==> config.mk <==
export PLATFORM = sky130hd
export DESIGN_NAME = gate_seq_top
export DESIGN_NICKNAME = d
export VERILOG_FILES = /design/src/rtl/gseq_pkg.sv /design/src/rtl/gseq_tmr.sv /design/src/rtl/gseq_fsm.sv /design/src/rtl/gate_seq_top.sv
export SDC_FILE = /design/constraint.sdc
export NUM_CORES = 1
export LEC_CHECK = 0
export ABC_AREA = 1
export CAP_MARGIN = 25
export CELL_PAD_IN_SITES_DETAIL_PLACEMENT = 2
export CELL_PAD_IN_SITES_GLOBAL_PLACEMENT = 2
export CORE_ASPECT_RATIO = 1.1
export CORE_MARGIN = 5
export CORE_UTILIZATION = 37
export CTS_BUF_LIST = sky130_fd_sc_hd__clkbuf_4 sky130_fd_sc_hd__clkbuf_8
export DETAILED_ROUTE_END_ITERATION = 8
export GPL_TIMING_DRIVEN = 0
export HOLD_SLACK_MARGIN = 0.03
export PLACE_DENSITY = 0.88
export SLEW_MARGIN = 20
export SYNTH_ARGS = -nofsm -noshare
export SYNTH_HDL_FRONTEND = slang
export SYNTH_SLANG_ARGS = --single-unit
==> constraint.sdc <==
create_clock -name clk_i -period 4.95 [get_ports clk_i]
set_clock_uncertainty 0.15 [all_clocks]
set_input_delay 0.99 -clock clk_i [delete_from_list [all_inputs] [get_ports clk_i]]
set_output_delay 0.99 -clock clk_i [all_outputs]
set_load 0.02 [all_outputs]
==> src/rtl/gseq_pkg.sv <==
package gseq_pkg;

   typedef enum logic [2:0] {
      ST_OFF = 3'd0,   // both gates low, idle
      ST_HI  = 3'd1,   // high side conducting
      ST_WLO = 3'd2,   // waiting for low-side gate to fall
      ST_LO  = 3'd3,   // low side conducting
      ST_WHO = 3'd4    // waiting for high-side gate / switch node to fall
   } gseq_st_e;

   // counter width that can hold the value lim (at least one bit)
   function automatic int cnt_w(input int lim);
      return (lim < 2) ? 1 : $clog2(lim + 1);
   endfunction

endpackage

==> src/rtl/gseq_tmr.sv <==
module gseq_tmr #(
   parameter int LIMIT = 4
) (
   input  logic clk_i,
   input  logic rst_ni,
   input  logic clr_i,
   output logic done_o
);
   localparam int W = gseq_pkg::cnt_w(LIMIT);

   generate
      if (LIMIT == 0) begin : g_zero
         // no waiting needed: always expired
         logic unused_tmr;
         assign unused_tmr = ^{clk_i, rst_ni, clr_i};
         assign done_o = 1'b1;
      end else begin : g_cnt
         logic [W-1:0] cnt_q;
         always_ff @(posedge clk_i or negedge rst_ni) begin
            if (!rst_ni)                  cnt_q <= '0;
            else if (clr_i)               cnt_q <= '0;
            else if (cnt_q != W'(LIMIT))  cnt_q <= cnt_q + W'(1);
         end
         assign done_o = (cnt_q == W'(LIMIT));
      end
   endgenerate
endmodule

==> src/rtl/gseq_fsm.sv <==
module gseq_fsm
   import gseq_pkg::*;
(
   input  logic     clk_i,
   input  logic     rst_ni,
   input  logic     pwm_i,
   input  logic     dem_i,
   input  logic     frc_i,
   input  logic     ls_below_i,
   input  logic     sw_below_i,
   input  logic     zcd_i,
   input  logic     fb_done_i,
   input  logic     tmo_done_i,
   input  logic     min_done_i,
   output gseq_st_e st_o,
   output gseq_st_e st_nxt_o,
   output logic     fb_ok_o,
   output logic     hs_o,
   output logic     ls_o
);
   gseq_st_e st_q, st_d;
   logic     go;

   assign go = fb_done_i | tmo_done_i;

   always_comb begin
      unique case (st_q)
         ST_WLO:  fb_ok_o = ls_below_i;
         ST_WHO:  fb_ok_o = sw_below_i;
         default: fb_ok_o = 1'b0;
      endcase
   end

   always_comb begin
      st_d = st_q;
      if (frc_i) begin
         st_d = ST_OFF;
      end else begin
         unique case (st_q)
            ST_OFF: if (pwm_i)       st_d = ST_WLO;
                    else if (!dem_i) st_d = ST_WHO;
            ST_HI:  if (!pwm_i)      st_d = ST_WHO;
            ST_WLO: if (!pwm_i)      st_d = ST_WHO;
                    else if (go)     st_d = ST_HI;
            ST_WHO: if (pwm_i)       st_d = ST_WLO;
                    else if (go)     st_d = ST_LO;
            ST_LO:  if (pwm_i)       st_d = ST_WLO;
                    else if (dem_i && min_done_i && zcd_i) st_d = ST_OFF;
            default:                 st_d = ST_OFF;
         endcase
      end
   end

   always_ff @(posedge clk_i or negedge rst_ni) begin
      if (!rst_ni) begin
         st_q <= ST_OFF;
         hs_o <= 1'b0;
         ls_o <= 1'b0;
      end else begin
         st_q <= st_d;
         hs_o <= (st_d == ST_HI);
         ls_o <= (st_d == ST_LO);
      end
   end

   assign st_o     = st_q;
   assign st_nxt_o = st_d;
endmodule

==> src/rtl/gate_seq_top.sv <==
module gate_seq_top
   import gseq_pkg::*;
#(
   parameter int DT_CYC    = 4,    // cycles the below-threshold flag must hold
   parameter int TMO_CYC   = 40,   // cycles before a wait gives up on the flag
   parameter int MINON_CYC = 70    // low-side minimum on-time in diode emulation
) (
   input  logic clk_i,
   input  logic rst_ni,
   input  logic pwm_i,
   input  logic dem_mode_i,
   input  logic force_off_i,
   input  logic ls_below_i,
   input  logic sw_below_i,
   input  logic zcd_i,
   output logic hs_en_o,
   output logic ls_en_o
);
   generate
      if (DT_CYC < 0 || MINON_CYC < 0) begin : g_bad_neg
         $error("gate_seq_top: cycle counts must not be negative");
      end
      if (TMO_CYC <= DT_CYC) begin : g_bad_tmo
         $error("gate_seq_top: TMO_CYC must exceed DT_CYC");
      end
   endgenerate

   gseq_st_e st_q, st_nxt;
   logic     fb_ok, fb_done, tmo_done, min_done;
   logic     chg, in_wait;
   logic     fb_clr, tmo_clr, min_clr;

   assign chg     = (st_nxt != st_q);
   assign in_wait = (st_q == ST_WLO) || (st_q == ST_WHO);
   assign fb_clr  = chg | ~in_wait | ~fb_ok;
   assign tmo_clr = chg | ~in_wait;
   assign min_clr = chg | (st_q != ST_LO);

   gseq_tmr #(.LIMIT(DT_CYC)) u_fb_tmr (
      .clk_i (clk_i), .rst_ni (rst_ni), .clr_i (fb_clr), .done_o (fb_done)
   );

   gseq_tmr #(.LIMIT(TMO_CYC)) u_tmo_tmr (
      .clk_i (clk_i), .rst_ni (rst_ni), .clr_i (tmo_clr), .done_o (tmo_done)
   );

   gseq_tmr #(.LIMIT(MINON_CYC)) u_min_tmr (
      .clk_i (clk_i), .rst_ni (rst_ni), .clr_i (min_clr), .done_o (min_done)
   );

   gseq_fsm u_fsm (
      .clk_i      (clk_i),
      .rst_ni     (rst_ni),
      .pwm_i      (pwm_i),
      .dem_i      (dem_mode_i),
      .frc_i      (force_off_i),
      .ls_below_i (ls_below_i),
      .sw_below_i (sw_below_i),
      .zcd_i      (zcd_i),
      .fb_done_i  (fb_done),
      .tmo_done_i (tmo_done),
      .min_done_i (min_done),
      .st_o       (st_q),
      .st_nxt_o   (st_nxt),
      .fb_ok_o    (fb_ok),
      .hs_o       (hs_en_o),
      .ls_o       (ls_en_o)
   );
endmodule

Word level (Yosys, flattened, before mapping)
Cells that the tools add are included.
Widths: inputs -> output; s select.
{"block": "classes", "n_addsub": 3, "mul": 0, "div": 0, "magnitude_cmp": 0, "eq_ne": 14, "shifts": 0, "muxes": 18, "bitwise": 6, "n_reduce_logical": 7}
{"cell": "$mux 3", "n": 12}
{"cell": "$pmux 3 s5", "n": 1}
{"cell": "$mux 7", "n": 2}
{"cell": "$mux 6", "n": 2}
{"cell": "$eq 3x2->1 const B", "n": 3}
{"cell": "$add 7x1->7 const B", "n": 1}
{"cell": "$eq 7x7->1 const B", "n": 1}
{"cell": "$ne 7x7->1 const B", "n": 1}
{"cell": "$add 6x1->6 const B", "n": 1}
{"cell": "$eq 3x1->1 const B", "n": 2}
{"cell": "$eq 3x3->1 const B", "n": 2}
{"cell": "$eq 6x6->1 const B", "n": 1}
{"cell": "$ne 6x6->1 const B", "n": 1}
{"cell": "$reduce_bool 2->1", "n": 3}
{"cell": "$or 1x1->1", "n": 4}
{"cell": "$add 3x1->3 const B", "n": 1}
{"cell": "$logic_not 3->1", "n": 1}
{"cell": "$ne 3x2->1 const B", "n": 1}
{"cell": "$ne 3x3->1", "n": 1}
{"cell": "$ne 3x3->1 const B", "n": 1}
{"cell": "$logic_and 1x1->1", "n": 2}
{"cell": "$not 1->1", "n": 2}
{"cell": "$pmux 1 s2", "n": 1}
{"cell": "$logic_or 1x1->1", "n": 1}
{"block": "totals", "ff_bits": 21, "latchBits": 0, "ramBits": 0, "romBits": 0, "wordCells": 54, "memories": 0}

Longest topological paths before layout
Gate-level depths: netlist of the first run.
{"block": "depth", "word_depth": 11, "depth_mapped": 14, "depth_no_buf": 14}

Cells and area by module
A second synthesis of the first run with hierarchy kept.
{"block": "unflattened", "hier_cells": 190, "area_unflattened_um2": 1397.6}
{"module": "gseq_tmr at u_min_tmr", "instances": 1, "cells_per_inst": 56, "area_each_um2": 416.6, "seq_area_each_um2": 175.2}
{"module": "gseq_fsm", "instances": 1, "cells_per_inst": 52, "area_each_um2": 365.4, "seq_area_each_um2": 125.1}
{"module": "gseq_tmr at u_tmo_tmr", "instances": 1, "cells_per_inst": 44, "area_each_um2": 356.6, "seq_area_each_um2": 150.1}
{"module": "gseq_tmr at u_fb_tmr", "instances": 1, "cells_per_inst": 20, "area_each_um2": 167.7, "seq_area_each_um2": 75.1}
{"module": "gate_seq_top", "instances": 1, "cells_per_inst": 18, "area_each_um2": 91.3, "seq_area_each_um2": 0.0}

Worst setup path after synthesis of the first run
No wires, ideal clock.
{"block": "synth_path", "path_kind": "input port to flip-flop", "from": "input port zcd_i", "to": "register u_min_tmr.g_cnt.cnt_q[0]", "setup_ns": 0.073, "arrival_ns": 1.837, "required_ns": 4.727, "path_slack_ns": 2.890, "stages": 11, "path_buffers": 0, "cell_sequence": "nand2_1 > inv_1 > nand3_1 > nand2_1 > nand3_1 > nand3_1 > nand2_1 > nand2_1 > nor2_4 > nand3_2 > nor2_1"}
{"block": "synth_via", "elab_chain_len": 8, "word_cells_on_any_way": 9}
{"element": "start, declared", "line_no": "gate_seq_top.sv:15", "text": "input logic zcd_i,"}
{"element": "$logic_and 1x1->1 (*)", "line_no": "gseq_fsm.sv:48", "text": "else if (dem_i && min_done_i && zcd_i) st_d = ST_OFF;"}
{"element": "$mux 3 (*)", "line_no": "gseq_fsm.sv:48"}
{"element": "$mux 3 (*)", "line_no": "gseq_fsm.sv:47", "text": "ST_LO: if (pwm_i) st_d = ST_WLO;"}
{"element": "$pmux 3 s5 (*)", "line_no": "gseq_fsm.sv:39", "text": "unique case (st_q)"}
{"element": "$mux 3 (*)", "line_no": "gseq_fsm.sv:36", "text": "if (frc_i) begin"}
{"element": "$ne 3x3->1 (*)", "line_no": "gate_seq_top.sv:33", "text": "assign chg = (st_nxt != st_q);"}
{"element": "$or 1x1->1 (*)", "line_no": "gate_seq_top.sv:37", "text": "assign min_clr = chg | (st_q != ST_LO);"}
{"element": "$mux 7 or $reduce_bool 2->1 (tied branches)"}
{"element": "end signal, assigned", "line_no": "gseq_tmr.sv:22", "text": "else if (cnt_q != W'(LIMIT)) cnt_q <= cnt_q + W'(1);"}
{"element": "end, declared", "line_no": "gseq_tmr.sv:18", "text": "logic [W-1:0] cnt_q;"}
Mark *: on every way between the ends. The rest lies on a longest branch, timed or not.
A chain may end at the register's enable or synchronous reset.

Worst setup path after layout of the first run
{"block": "layout_path", "from": "input port dem_mode_i", "to": "register u_min_tmr.g_cnt.cnt_q[1]"}
{"block": "layout_via", "elab_chain_len": 9, "word_cells_on_any_way": 12}
{"element": "start, declared", "line_no": "gate_seq_top.sv:11", "text": "input logic dem_mode_i,"}
{"element": "$logic_and 1x1->1 (2 in series)", "line_no": "gseq_fsm.sv:48"}
{"element": "$mux 3", "line_no": "gseq_fsm.sv:48"}
{"element": "$mux 3", "line_no": "gseq_fsm.sv:47"}
{"element": "$pmux 3 s5 (*)", "line_no": "gseq_fsm.sv:39"}
{"element": "$mux 3 (*)", "line_no": "gseq_fsm.sv:36"}
{"element": "$ne 3x3->1 (*)", "line_no": "gate_seq_top.sv:33"}
{"element": "$or 1x1->1 (*)", "line_no": "gate_seq_top.sv:37"}
{"element": "$mux 7 or $reduce_bool 2->1 (tied branches)"}
Marked as above.

==> results of run 1 <==
[registers in the layout, summed over array words and instances (netlist names)]
| register | cells |
|---|---|
| u_fb_tmr.g_cnt.cnt_q | 3 |
| u_fsm.hs_o | 1 |
| u_fsm.ls_o | 1 |
| u_fsm.st_o | 3 |
| u_min_tmr.g_cnt.cnt_q | 7 |
| u_tmo_tmr.g_cnt.cnt_q | 6 |
[how the worst max path moves through the flow]
stage | to | slack [ns]
3_5_place_dp | u_min_tmr.g_cnt.cnt_q[1]$_DFFE_PN0P_ | 2.12
6_report | u_min_tmr.g_cnt.cnt_q[1]$_DFFE_PN0P_ | 2.49
4_1_cts | u_min_tmr.g_cnt.cnt_q[1]$_DFFE_PN0P_ | 2.44
3_3_place_gp | u_fb_tmr.g_cnt.cnt_q[0]$_DFFE_PN0P_ | 2.20
2_1_floorplan | u_min_tmr.g_cnt.cnt_q[0]$_DFFE_PN0P_ | 2.89
5_1_grt | u_min_tmr.g_cnt.cnt_q[0]$_DFFE_PN0P_ | 2.34
[worst reg2reg max path: stages (launching register included)]
cell and delay (ns):
dfrtp_1 0.41, inv_1 0.06, ha_1 0.19, nand2_1 0.06
inv_1 0.04, nand3_1 0.14, nand2_1 0.11, o21ai_1 0.21
nand3_1 0.15, nand2_1 0.09, nand2_1 0.08, nor2_4 0.15
nand3_2 0.17, nor2_1 0.13
[per-layer routing]
metal  up-vias  track usage [%]
li1        485                -
met1       467             16.5
met2        10             25.1
met3         4             2.92
met4         0             4.62
met5         -                0
[where the power goes]
group          internal [uW]  total, uW  switching [uW]
clock                   36.9       89.8            52.9
combinational           12.0       32.8            20.7
sequential               174        176            2.54
[stage by stage]
stage / power [uW] / std cells
3_3_place_gp: 211 / 190
4_1_cts: 304 / 194
2_1_floorplan: 197 / 147
5_1_grt: 319 / 194
6_report: 299 / 194
3_5_place_dp: 213 / 190
[synthesized netlist by cell type]
library cell | n | area, um^2
nand2_1 | 29 | 109
nor2_1 | 24 | 90.1
inv_1 | 22 | 82.6
dfrtp_1 | 21 | 526
nand3_1 | 16 | 80.1
ha_1 | 6 | 75.1
xor2_1 | 5 | 43.8
xnor2_1 | 4 | 35.0
nand4_1 | 3 | 18.8
a21oi_1 | 2 | 10.0
inv_2 | 2 | 7.51
nand3_2 | 2 | 20.0
nor2_2 | 2 | 12.5
nor2_4 | 2 | 22.5
o21ai_0 | 2 | 10.0
a22o_1 | 1 | 8.76
nand3b_1 | 1 | 7.51
nor3_1 | 1 | 5.00
nor3_2 | 1 | 10.0
o21ai_1 | 1 | 5.00
[cell families (layout without fill, tap and decap cells)]
kind of cell	after synthesis	count (layout)
compound gates	6	6
xor+xnor	9	9
fa+ha+maj	6	6
buf+inv	24	37
flops	21	21
simple gates	81	81
[layout make-up]
cell class	count	area, um^2	area share (%)
clock buffer	4	30.0	2.25
inverter	24	90.1	6.74
multi-input combinational	102	563	42.1
sequential	21	526	39.3
tap	34	42.5	3.18
timing repair buffer	9	85.1	6.37
==> summary.md, run 1 <==
| Metric | Value |
|---|---|
| Run status | complete, no violations |
| Ports | 10 |
| Compound-cell area share of the yosys netlist | around 2.9% |
| Worst reg2reg startpoint | u_tmo_tmr.g_cnt.cnt_q[0]$_DFFE_PN0P_ |
| Most used cell, CP | nand2_1 |
| Post-DP HPWL | 2340 um |
| Largest net degree at the start of global routing | 22 |
| Sequential fraction of the synthesis area | 44.6% |
| Synth Area in Adders | 6.37% |
| N_diodes | 0 |
| Via/cell ratio | around 5 |
| Post-synthesis simple-gate area fraction | a little under a third |
| CP startpoint | dem_mode_i |
| Syn_area_per_cell | 8.02 um^2 |
| DR iter-0 viols | 14 |
| Dominant combinational cell family by area after synthesis | simple AND/OR/NAND/NOR gates |
| Fin. max-slew vios | 0 |
| PwrDens | 224 mW/mm^2 |
| Vias in the first global route | 1118 |
| Metal3 WL | between 60 and 70 um |
| CTS max path bufs | 2 |
| Hold Crit Depth | 1 |
| Critical Setup Path Class | in -> reg |
| Cell count along the critical path | 12 |
| CTS resizes | 0 |
| Number of nets still failing antenna checks after routing | 0 |
| CTS tree | built |
| WL final | approximately 2900 um |
| Max-Cap Viols | 0 |
| Reg-to-reg endpoint | u_min_tmr.g_cnt.cnt_q[1]$_DFFE_PN0P_ |
| Fin. Hold Viols | 0 |
| Netlist cell types | 20 |
| Total Nets Final | 175 |
| Mapped Area | between 0.001 and 0.0015 mm^2 |
| Leakage | 0.000660 uW |
| DRC Markers | 0 |
| CP bufs+invs | 2 |
| Critical path data arrival time | 2.55 ns |
| GRT Total Usage | between 10 and 15% |
| Syn Nets | ~160 |
| Setup Total Neg Slack | 0 ns |
| Post-layout worst setup margin | roughly 2.5 ns |
| Mux cell area share after synthesis | 0% |
| Die height | approximately 69 um |
| Num rows | 21 |
| Design area | 0.00134 mm^2 |
| Max layer used | met4 |
| Period utilisation layout | about half |
| Worst Setup End Kind | register |
| Initial antenna violation count | 0 |
| Met1 wire length | between 1000 and 1500 um |
| Worst reg2reg setup slack | around 2.7 ns |
| CP max-delay cell | clkdlybuf4s50_1 |
| Post-synthesis cell count | around 150 |
| Post-synthesis to final-layout area growth | 13.4% |
| Crit Path Max Fanout | 7 |
| Post-CTS setup buffers | 0 |
| Clock Sinks | 21 |
| Clock Latency Late Sink | roughly 0.3 ns |
| DR WL/cell | approximately 15 um |
| First-pass GRT wire length | ~5000 um |
| Synth Warn # | 0 |
| Worst-margin pin slew | 0.484 ns |
| Total die area | 0.00442 mm^2 |
| XOR/XNOR Fraction of Synth Area | approximately 6.7% |
| GR Overflow Total | 0 |
| R2R cell count | 13 |
| Via count | 966 |
| DR pass1 iterations | 3 |
| TritonCTS buffer count | 3 |
| Cells along the critical path | clkdlybuf4s50_1 > nand2_1 > inv_1 > nand3_1 > nand2_1 > nand3_1 > nand3_1 > nand2_1 > nand2_1 > nor2_4 > nand3_2 > nor2_1 |
| Min-delay worst type | reg -> reg |
| Final setup violation count | 0 |
| Cts hold-fix bufs | 0 |
| Routed met2 length | ~1500 um |
| Fmax | between 400 and 500 MHz |
| Placer Congestion | 0.755 |
| CP Launch Type | input port |
| Port buffer count | 9 |
| Final Util | 43.8% |
| Synth Register Bits | 21 |
| Slew margin rel. | roughly two thirds |
| RSZ-0062 raised after global routing | false |
| Share of cells above drive strength 1 | 8.75% |
| Crit-path leading delay family | simple AND/OR/NAND/NOR gates |
| Worst vdd ir | 0.140 mV |
| Starting Density | 38.7% |
| Die width | about 64 um |
| Worst path max stage delay | between 0.4 and 0.5 ns |
| Worst Hold Launch | u_fb_tmr.g_cnt.cnt_q[0]$_DFFE_PN0P_ |
| CTS HTree Levels | 1 |
| Commonest non-fill, non-tap cell in the layout | nand2_1 |
| Fillers | roughly 350 |
| Clock Tree Root | clkbuf_4 |
| Final hold slack | ~0.33 ns |
| Most frequent cells in the layout | nand2_1 (29), nor2_1 (24), inv_1 (22), dfrtp_1 (21), nand3_1 (16) |
| Period minus WS final | around 2.5 ns |
| CTS clk-pin slew, worst paths | around 0.12 ns |
| Placed standard-cell area | 0.00131 mm^2 |
| Pre-CTS worst setup slack | about 2.1 ns |
| Core area | between 0.003 and 0.004 mm^2 |
| CP required | between 5 and 6 ns |
| Hold Path End | u_fb_tmr.g_cnt.cnt_q[0]$_DFFE_PN0P_ |
(Power assumes the default switching activity.)
==> run 2, diff against run 1 <==
--- a/config.mk
+++ b/config.mk
@@ -11,12 +11,12 @@
 export CELL_PAD_IN_SITES_GLOBAL_PLACEMENT = 2
 export CORE_ASPECT_RATIO = 1.1
 export CORE_MARGIN = 5
-export CORE_UTILIZATION = 37
+export CORE_UTILIZATION = 35
 export CTS_BUF_LIST = sky130_fd_sc_hd__clkbuf_4 sky130_fd_sc_hd__clkbuf_8
 export DETAILED_ROUTE_END_ITERATION = 8
 export GPL_TIMING_DRIVEN = 0
 export HOLD_SLACK_MARGIN = 0.03
-export PLACE_DENSITY = 0.88
+export PLACE_DENSITY = 0.84
 export SLEW_MARGIN = 20
 export SYNTH_ARGS = -nofsm -noshare
 export SYNTH_HDL_FRONTEND = slang
==> constraint.sdc (replaced) <==
create_clock -name clk_i -period 2.5 [get_ports clk_i]
set_clock_uncertainty 0.15 [all_clocks]
set_input_delay 0.5 -clock clk_i [delete_from_list [all_inputs] [get_ports clk_i]]
set_output_delay 0.5 -clock clk_i [all_outputs]
set_load 0.02 [all_outputs]
==> summary.md, run 2 (same netlist as run 1, synthesis figures left out) <==
| Metric | Value |
|---|---|
| GRT Total Usage | 14.0% (was 14.1%) |
| Clock Sinks | 21 (unchanged) |
| Max layer used | met4 (unchanged) |
| Die width | 65.3 um (was 63.8 um) |
| Via count | 980 (was 966) |
| Setup Total Neg Slack | 0 ns (unchanged) |
| Port buffer count | 9 (unchanged) |
| Crit Path Max Fanout | 7 (unchanged) |
| Vias in the first global route | 1165 (was 1118) |
| Placer Congestion | 0.760 (was 0.755) |
| Critical Setup Path Class | reg -> reg (was in -> reg) |
| Share of cells above drive strength 1 | 8.70% (was 8.75%) |
| CTS HTree Levels | 1 (unchanged) |
| Min-delay worst type | reg -> reg (unchanged) |
| Placed standard-cell area | 0.00131 mm^2 (about the same) |
| CTS tree | built (unchanged) |
| Final setup violation count | 0 (unchanged) |
| Fin. Hold Viols | 0 (unchanged) |
| CTS clk-pin slew, worst paths | 0.12 ns (about the same) |
| Largest register FFs | 7 (unchanged) |
| Post-DP HPWL | 2310 um (was 2340 um) |
| Most frequent cells in the layout | nand2_1 (29), nor2_1 (24), inv_1 (22), dfrtp_1 (21), nand3_1 (16) (unchanged) |
| Commonest non-fill, non-tap cell in the layout | nand2_1 (unchanged) |
| Ports | 10 (unchanged) |
| DRC Markers | 0 (unchanged) |
| Number of nets still failing antenna checks after routing | 0 (unchanged) |
| Largest net degree at the start of global routing | 22 (unchanged) |
| Max-Cap Viols | 0 (unchanged) |
| Post-CTS setup buffers | 0 (unchanged) |
| Clock Latency Late Sink | 0.31 ns (was 0.30 ns) |
| Total Nets Final | 176 (was 175) |
| DR WL/cell | 14.1 um (was 14.9 um) |
| CP required | 2.60 ns (was 5.04 ns) |
| Run status | complete, no violations (unchanged) |
| Leakage | 0.000664 uW (was 0.000660 uW) |
| First-pass GRT wire length | 5120 um (was 5020 um) |
| Slew margin rel. | 67.1% (was 67.7%) |
| Core area | 0.00330 mm^2 (was 0.00305 mm^2) |
| Period minus WS final | about 2.1 ns |
| CP Launch Type | register (was input port) |
| DR pass1 iterations | 2 (was 3) |
| Period utilisation layout | about 84% |
| Via/cell ratio | 4.97 (was 4.98) |
| CTS max path bufs | 2 (unchanged) |
| Clock Tree Root | clkbuf_4 (unchanged) |
| GR Overflow Total | 0 (unchanged) |
| Die height | 70.9 um (was 69.2 um) |
| Critical path data arrival time | 2.20 ns (was 2.55 ns) |
| Fmax | roughly 470 MHz |
| RSZ-0062 raised after global routing | false (unchanged) |
| Pre-CTS worst setup slack | 0.126 ns (was 2.12 ns) |
| Post-synthesis to final-layout area growth | 14.4% (was 13.4%) |
| PwrDens | 441 mW/mm^2 (was 224 mW/mm^2) |
| Metal3 WL | 48 um (was 69 um) |
| Worst Setup End Kind | register (unchanged) |
| Worst vdd ir | 0.179 mV (was 0.140 mV) |
| Fin. max-slew vios | 0 (unchanged) |
| Routed met2 length | 1560 um (was 1540 um) |
| Post-layout worst setup margin | 0.392 ns (was 2.49 ns) |
| TritonCTS buffer count | 3 (unchanged) |
| Num rows | 22 (was 21) |
| Worst-margin pin slew | 0.494 ns (was 0.484 ns) |
| Met1 wire length | 1120 um (was 1240 um) |
| DR iter-0 viols | 21 (was 14) |
| N_diodes | 0 (unchanged) |
| Largest reg by FF count | u_min_tmr.g_cnt.cnt_q (unchanged) |
| WL final | 2780 um (was 2890 um) |
| Initial antenna violation count | 0 (unchanged) |
| Biggest regs | u_min_tmr.g_cnt.cnt_q: 7 flops, u_tmo_tmr.g_cnt.cnt_q: 6 flops (unchanged) |
| Starting Density | 35.7% (was 38.7%) |
| Design area | 0.00135 mm^2 (was 0.00134 mm^2) |
| Total die area | 0.00463 mm^2 (was 0.00442 mm^2) |
[run 2: final timing paths]
kind / cells after the start / to / slack (ns) / startpoint
min reg2reg: 1 / u_fb_tmr.g_cnt.cnt_q[0]$_DFFE_PN0P_ / 0.33 / u_fb_tmr.g_cnt.cnt_q[0]$_DFFE_PN0P_
min: 1 / u_fb_tmr.g_cnt.cnt_q[0]$_DFFE_PN0P_ / 0.33 / u_fb_tmr.g_cnt.cnt_q[0]$_DFFE_PN0P_
max reg2reg: 14 / u_min_tmr.g_cnt.cnt_q[0]$_DFFE_PN0P_ / 0.39 / u_tmo_tmr.g_cnt.cnt_q[0]$_DFFE_PN0P_
max: 14 / u_min_tmr.g_cnt.cnt_q[0]$_DFFE_PN0P_ / 0.39 / u_tmo_tmr.g_cnt.cnt_q[0]$_DFFE_PN0P_
max in group asynchronous: 2 / u_tmo_tmr.g_cnt.cnt_q[1]$_DFFE_PN0P_ / 1.34 / rst_ni
min in group asynchronous: 2 / u_min_tmr.g_cnt.cnt_q[3]$_DFFE_PN0P_ / 0.53 / rst_ni
[run 2: where the power goes]
group          switching, uW  internal (uW)  total, uW
sequential              5.18            344        349
clock                    108           73.1        181
combinational           40.4           24.8       65.2
total                    154            442        595
[run 2: metrics by stage]
stage                     power (uW)  hold WS [ns]  cells  utilization [%]
final                            595         0.332    197             40.8
after global routing             636         0.364    197             40.8
after CTS                        609         0.339    196             40.7
after detailed placement         423         0.321    192             39.8
after global placement           418         0.294    192             39.8
after floorplan                  391        0.0544    147                -
[run 2: critical path, stage by stage, from the launching register on]
cell and delay (ns):
dfrtp_1 0.43, inv_1 0.07, ha_1 0.14, nand2_1 0.05
inv_1 0.05, nand3_1 0.12, nand3_1 0.11, nand2_1 0.06
nand2_1 0.06, nand3_1 0.10, nand2_1 0.14, nand2_1 0.08
nand2_1 0.15, nand3_2 0.20, nor2_1 0.15
[run 2: area by class of cell]
cell class	count	area, um^2
inverter	24	90.1
clock buffer	4	30.0
timing repair buffer	10	95.1
sequential	21	526
tap	36	45.0
fill	384	1950
multi-input combinational	102	563
[run 2: routing by layer]
metal	GRT usage (%)	up-vias
li1	-	487
met1	15.5	480
met2	26.3	8
met3	2.54	5
met4	4.84	0
met5	0	-
[run 2: timing repair]
item,CTS,global route
endpoints found under the hold margin,0,21
setup endpoints to repair,0,0
resized for setup,0,0
hold buffers,0,1
